**src/rtl/hdlc_tx_framer.sv**
```systemverilog
module hdlc_tx_framer #(
  parameter int DW = 8,
  parameter int CW = 16,
  parameter int ABORT_ONES = 7,
  parameter int RUN_MAX = 5
) (
  input  logic          clk,
  input  logic          rst_n,
  input  logic          bit_en,
  input  logic [1:0]    fill_mode,
  input  logic          abort_req,
  input  logic          src_valid,
  input  logic [DW-1:0] src_data,
  input  logic          src_last,
  input  logic [CW-1:0] check_word,
  output logic          src_take,
  output logic          tx_bit,
  output logic          tx_eop
);

  localparam int SW0  = (CW > DW) ? CW : DW;
  localparam int SW   = (SW0 < 9) ? 9 : SW0;
  localparam int CMAX = (SW > ABORT_ONES) ? SW : ABORT_ONES;
  localparam int CNTW = $clog2(CMAX + 1);
  localparam int RUNW = $clog2(RUN_MAX + 1);

  localparam logic [2:0] ST_FILL  = 3'd0;
  localparam logic [2:0] ST_OPEN  = 3'd1;
  localparam logic [2:0] ST_DATA  = 3'd2;
  localparam logic [2:0] ST_FCS   = 3'd3;
  localparam logic [2:0] ST_CLOSE = 3'd4;
  localparam logic [2:0] ST_ABORT = 3'd5;
  localparam logic [2:0] ST_RAW   = 3'd6;

  localparam logic [1:0] M_FLAG = 2'b00;
  localparam logic [1:0] M_GA   = 2'b10;
  localparam logic [1:0] M_RAW  = 2'b11;

  localparam logic [SW-1:0] FLAG_TAIL = SW'(8'h3F);
  localparam logic [SW-1:0] GA_TAIL   = SW'(9'h03F);

  logic [2:0]      state, n_state;
  logic [SW-1:0]   sh, n_sh;
  logic [CNTW-1:0] cnt, n_cnt;
  logic [RUNW-1:0] run, n_run;
  logic [CW-1:0]   chk, n_chk;
  logic            last_seen, n_last;
  logic            n_bit, n_eop, take;
  logic            go_abort, go_fill, go_bnd;

  wire mid     = (cnt != '0);
  wire framing = (state == ST_OPEN) || (state == ST_DATA) || (state == ST_FCS);
  wire at_run  = (run == RUNW'(RUN_MAX));

  assign src_take = take;

  always_comb begin
    n_state = state;
    n_sh    = sh;
    n_cnt   = cnt;
    n_run   = run;
    n_chk   = chk;
    n_last  = last_seen;
    n_bit   = tx_bit;
    n_eop   = tx_eop;
    take    = 1'b0;
    go_abort = 1'b0;
    go_fill  = 1'b0;
    go_bnd   = 1'b0;

    if (bit_en) begin
      n_eop = 1'b0;
      if (framing && abort_req) begin
        go_abort = 1'b1;
      end else begin
        case (state)
          ST_OPEN: begin
            if (mid) begin
              n_bit = sh[0];
              n_sh  = sh >> 1;
              n_cnt = cnt - 1'b1;
            end else begin
              go_bnd = 1'b1;
            end
          end
          ST_DATA, ST_FCS: begin
            if (at_run) begin
              n_bit = 1'b0;
              n_run = '0;
            end else if (mid) begin
              n_bit = sh[0];
              n_sh  = sh >> 1;
              n_cnt = cnt - 1'b1;
              n_run = sh[0] ? RUNW'(run + 1'b1) : '0;
            end else if (state == ST_DATA) begin
              go_bnd = 1'b1;
            end else begin
              n_state = ST_CLOSE;
              n_bit   = 1'b0;
              n_sh    = FLAG_TAIL;
              n_cnt   = CNTW'(7);
              n_run   = '0;
            end
          end
          default: begin
            if (mid) begin
              n_bit = sh[0];
              n_sh  = sh >> 1;
              n_cnt = cnt - 1'b1;
              n_eop = ((state == ST_CLOSE) || (state == ST_ABORT)) && (cnt == CNTW'(1));
            end else begin
              go_fill = 1'b1;
            end
          end
        endcase
      end

      if (go_bnd) begin
        n_state = ST_DATA;
        if (last_seen) begin
          n_state = ST_FCS;
          n_bit   = chk[0];
          n_sh    = SW'(chk >> 1);
          n_cnt   = CNTW'(CW - 1);
          n_run   = chk[0] ? RUNW'(run + 1'b1) : '0;
        end else if (src_valid) begin
          take   = 1'b1;
          n_bit  = src_data[0];
          n_sh   = SW'(src_data >> 1);
          n_cnt  = CNTW'(DW - 1);
          n_run  = src_data[0] ? RUNW'(run + 1'b1) : '0;
          n_last = src_last;
          if (src_last) n_chk = check_word;
        end else begin
          go_abort = 1'b1;
        end
      end

      if (go_abort) begin
        n_state = ST_ABORT;
        n_bit   = 1'b1;
        n_sh    = '1;
        n_cnt   = CNTW'(ABORT_ONES - 1);
        n_run   = '0;
        n_eop   = (ABORT_ONES == 1);
      end

      if (go_fill) begin
        n_run = '0;
        case (fill_mode)
          M_RAW: begin
            if (src_valid) begin
              take    = 1'b1;
              n_state = ST_RAW;
              n_bit   = src_data[0];
              n_sh    = SW'(src_data >> 1);
              n_cnt   = CNTW'(DW - 1);
            end else begin
              n_state = ST_FILL;
              n_bit   = 1'b1;
              n_cnt   = '0;
            end
          end
          M_GA: begin
            n_state = ST_FILL;
            n_bit   = 1'b1;
            n_sh    = GA_TAIL;
            n_cnt   = CNTW'(8);
          end
          default: begin
            if (src_valid) begin
              n_state = ST_OPEN;
              n_bit   = 1'b0;
              n_sh    = FLAG_TAIL;
              n_cnt   = CNTW'(7);
              n_last  = 1'b0;
            end else if (fill_mode == M_FLAG) begin
              n_state = ST_FILL;
              n_bit   = 1'b0;
              n_sh    = FLAG_TAIL;
              n_cnt   = CNTW'(7);
            end else begin
              n_state = ST_FILL;
              n_bit   = 1'b1;
              n_cnt   = '0;
            end
          end
        endcase
      end
    end
  end

  always_ff @(posedge clk) begin
    if (!rst_n) begin
      state     <= ST_FILL;
      sh        <= '0;
      cnt       <= '0;
      run       <= '0;
      chk       <= '0;
      last_seen <= 1'b0;
      tx_bit    <= 1'b1;
      tx_eop    <= 1'b0;
    end else begin
      state     <= n_state;
      sh        <= n_sh;
      cnt       <= n_cnt;
      run       <= n_run;
      chk       <= n_chk;
      last_seen <= n_last;
      tx_bit    <= n_bit;
      tx_eop    <= n_eop;
    end
  end

endmodule

```
**config.mk**
```make
export PLATFORM = sky130hd
export DESIGN_NAME = hdlc_tx_framer
export DESIGN_NICKNAME = d
export VERILOG_FILES = /design/src/rtl/hdlc_tx_framer.sv
export SDC_FILE = /design/constraint.sdc
export NUM_CORES = 1
export LEC_CHECK = 0
export BUFFER_PORTS_ARGS = -buffer_cell sky130_fd_sc_hd__buf_2
export CORE_MARGIN = 2
export CORE_UTILIZATION = 56
export CTS_CLUSTER_DIAMETER = 30
export DETAILED_ROUTE_END_ITERATION = 6
export PLACE_DENSITY = 0.78
export SLEW_MARGIN = 20
export SYNTH_ARGS = -nofsm -noshare
export SYNTH_HDL_FRONTEND = slang
export SYNTH_SLANG_ARGS = --single-unit
```
**constraint.sdc**
```tcl
create_clock -name clk -period 5.3 [get_ports clk]
set_clock_uncertainty 0.2 [all_clocks]
set_input_delay 0.795 -clock clk [delete_from_list [all_inputs] [get_ports clk]]
set_output_delay 0.795 -clock clk [all_outputs]
set_load 0.1 [all_outputs]
```
==> results.sh <==
export IMPL_timing_fmax_mhz=268
export IMPL_place_congestion=0.932
export IMPL_antenna_found_initial=0
export IMPL_cts_made_buffers=5
export IMPL_grt_pass1_vias=2410
export IMPL_rows=26
export IMPL_ant_nets=0
export IMPL_syn_inst=366
export IMPL_wl_um=7250
export IMPL_synth_avg_cell_area_sq_um=7.94
export IMPL_netlist_area_leader_share_pct=31.7
export IMPL_n_antenna_cell=0
export IMPL_powerDensity_nw_per_um2=363
export IMPL_wl_per_cell_um=15.9
export IMPL_slowest_stage="or4b_4"
export IMPL_worstMarginPinSlew_ps=802
export IMPL_setup_tns_ps=0
export IMPL_finalCritPeriodShare_pct=70.4
export IMPL_maxCapViolations=0
export IMPL_drive_gt1_share_pct=18.6
export IMPL_cts_root_buf="clkbuf_8"
export IMPL_grt_max_degree=40
export IMPL_ys_async_sr_fraction_pct=0
export IMPL_synth_fa_ha_area_share_pct=2.15
export IMPL_rrSetupSlack_ps=2310
export IMPL_start_util_pct=57.6
export IMPL_grt_overflow_total=0
export IMPL_die_h_um=76.0
export IMPL_synth_cell_types=62
export IMPL_grt_pass1_wl_um=12000
export IMPL_yosysSeqAreaShare_pct=31.7
export IMPL_syn2layout_area_growth_pct=7.88
export IMPL_synth_top_family_by_area="compound AO/OA/AOI/OAI gates"
export IMPL_clock_sinks=46
export IMPL_hpwl_um=5130
export IMPL_grt_setup_unrepaired="false"
export IMPL_track_usage_pct=25.4
export IMPL_final_nets=423
export IMPL_synth_simple_gate_area_share_pct=23.5
export IMPL_crit_arrival_ps=2740
export IMPL_critPathKind="reg -> out"
export IMPL_synth_flop_cell="dfxtp_1"
export IMPL_synth_edf_count=0
export IMPL_dieArea_sq_um=5780
export IMPL_synthMuxAreaShare_pct=4.35
export IMPL_multi_input_area_sq_um=1820
export IMPL_setup_viol=0
export IMPL_register_area_sq_um=921
export IMPL_cts_tree="done"
export IMPL_final_util_pct=62.2
export IMPL_clock_latency_ps=300
export IMPL_ys_ff_latch=46
export IMPL_cp_end_kind="output port"
export IMPL_vdd_ir_drop_max_mv=0.220
export IMPL_dr_first_iter_drc_count=456
export IMPL_die_x_um=76.0
export IMPL_synth_compound_area_share_pct=32.4
export IMPL_worstHoldPathType="reg -> reg"
export IMPL_cts_resized=0
export IMPL_path_cells="inv_1 > ha_1 > or4b_4 > nor2_4 > nand4_2 > a21oi_1 > buf_2"
export IMPL_yosys_area_top_type="dfxtp_1"
export IMPL_core_sq_um=5040
export IMPL_nFillCells=460
export IMPL_min_period_ps=3730
export IMPL_synth_warnings=0
export IMPL_critPathRequiredTime_ps=4300
export IMPL_num_vias=2821
export IMPL_io_buffer_count=34
export IMPL_status="complete, no violations"
export IMPL_drtPass1Iterations=5
export IMPL_drv_slew=0
export IMPL_cts_setup_buffers=0
export IMPL_clk_path_buf_depth=2
export IMPL_max_stage_delay_ps=550
export IMPL_hold_viol=0
export IMPL_htree_levels=2
export IMPL_synth_xor_area_share_pct=0
export IMPL_synth_area_sq_um=2910
export IMPL_start_kind="flop"
export IMPL_drc=0
export IMPL_clkSlewWorstSetupHoldPaths_ps=90
export IMPL_leakage_nw=1.20
export IMPL_synth_area_leaders="dfxtp_1, a21oi_1, nand2_1"
export IMPL_relSlewSlack_pct=46.5
export IMPL_boundaryPins=35
export IMPL_syn_nets=403
export IMPL_vias_per_cell=6.17
export IMPL_hold_buffers=0
export IMPL_path_max_fanout=9
[layout make-up]
class,count,share of cell area (%)
clock inverters,1,0.160
flip-flops and latches,46,29.4
multi-input cells,287,58.0
inverters,12,1.44
clock buffers,7,2.75
repair buffers,34,5.43
well taps,70,2.79
[worst paths after layout]
check                        from              endpoint  cells past startpoint
min          chk[11]$_SDFFE_PN0P_  chk[11]$_SDFFE_PN0P_                      2
max reg2reg   cnt[0]$_SDFFE_PN0P_    sh[8]$_SDFFE_PN0P_                      8
max           cnt[0]$_SDFFE_PN0P_              src_take                      7
min reg2reg  chk[11]$_SDFFE_PN0P_  chk[11]$_SDFFE_PN0P_                      2
[cell usage after synthesis, types with 7 or more instances]
library cell and number:
a211oi_1 7, a21oi_1 48, mux2i_1 7, inv_1 12, nor2_1 21, and2_1 15, nand3_1 7, o31ai_1 9
o21ai_0 29, dfxtp_1 46, nand2_1 50, o21a_1 7, clkbuf_1 13
[through the flow]
step	cells	instance area, sq um	worst slack, ps	hold WS (ps)	power (mW)
final	457	3130	1570	250	1.14
after global routing	457	3130	1390	275	1.20
after CTS	457	3130	1580	253	1.13
after detailed placement	449	3040	1890	243	0.906
after global placement	449	3040	1910	235	0.900
after floorplan	366	2910	1290	227	0.810
[report_power, final]
part	internal, mW	leakage, nW	switching (mW)
registers	0.381	0.374	0.0479
clock network	0.105	0.0482	0.118
logic	0.184	0.780	0.302
total	0.670	1.20	0.468
[cell usage in the layout (no fill, tap or decap), drive strengths merged, types with 2 or more instances in the layout]
cell type / n
o211ai: 3
nor3: 4
o31ai: 9
clkbuf: 7
nor2b: 2
nand2b: 4
o21a: 7
a221oi: 2
nor2: 25
and2: 15
a31oi: 6
nand2: 52
mux2i: 8
nor4: 2
mux2: 3
a21o: 3
dfxtp: 46
a211oi: 8
ha: 5
nor3b: 2
nand3: 7
o21ai: 32
a22o: 6
inv: 12
nand4: 6
buf: 34
a21oi: 54
[kinds of logic (layout without fill, tap and decap cells)]
family                   Yosys count  after routing
adder cells (fa/ha/maj)            5              5
AO/OA/AOI/OAI                    146            146
AND/OR/NAND/NOR                  125            125
buffers and inverters             33             54
multiplexers                      11             11
flip-flops                        46             46
[flip-flops by register name, indices dropped and copies added, names as in the netlist]
| signal | count |
|---|---|
| chk | 16 |
| cnt | 5 |
| last_seen | 1 |
| run | 3 |
| sh | 16 |
| state | 3 |
| tx_bit | 1 |
| tx_eop | 1 |
[per-layer routing]
layer,vias to the layer above,global-route usage (%),part of all wire [%]
met5,-,0,0
met4,0,7.82,1.6
met3,13,4.98,8.7
met2,146,36.9,43
met1,1291,38.0,47
li1,1371,-,-
[critical path, delay by kind of cell, from the launching register on]
kind | cells | cell delay, ps
AND/OR/NAND/NOR | 3 | 1060
flip-flops | 1 | 360
adder cells (fa/ha/maj) | 1 | 210
AO/OA/AOI/OAI | 1 | 230
buffers and inverters | 2 | 560
No activity file was read; power rests on OpenSTA's default activity.
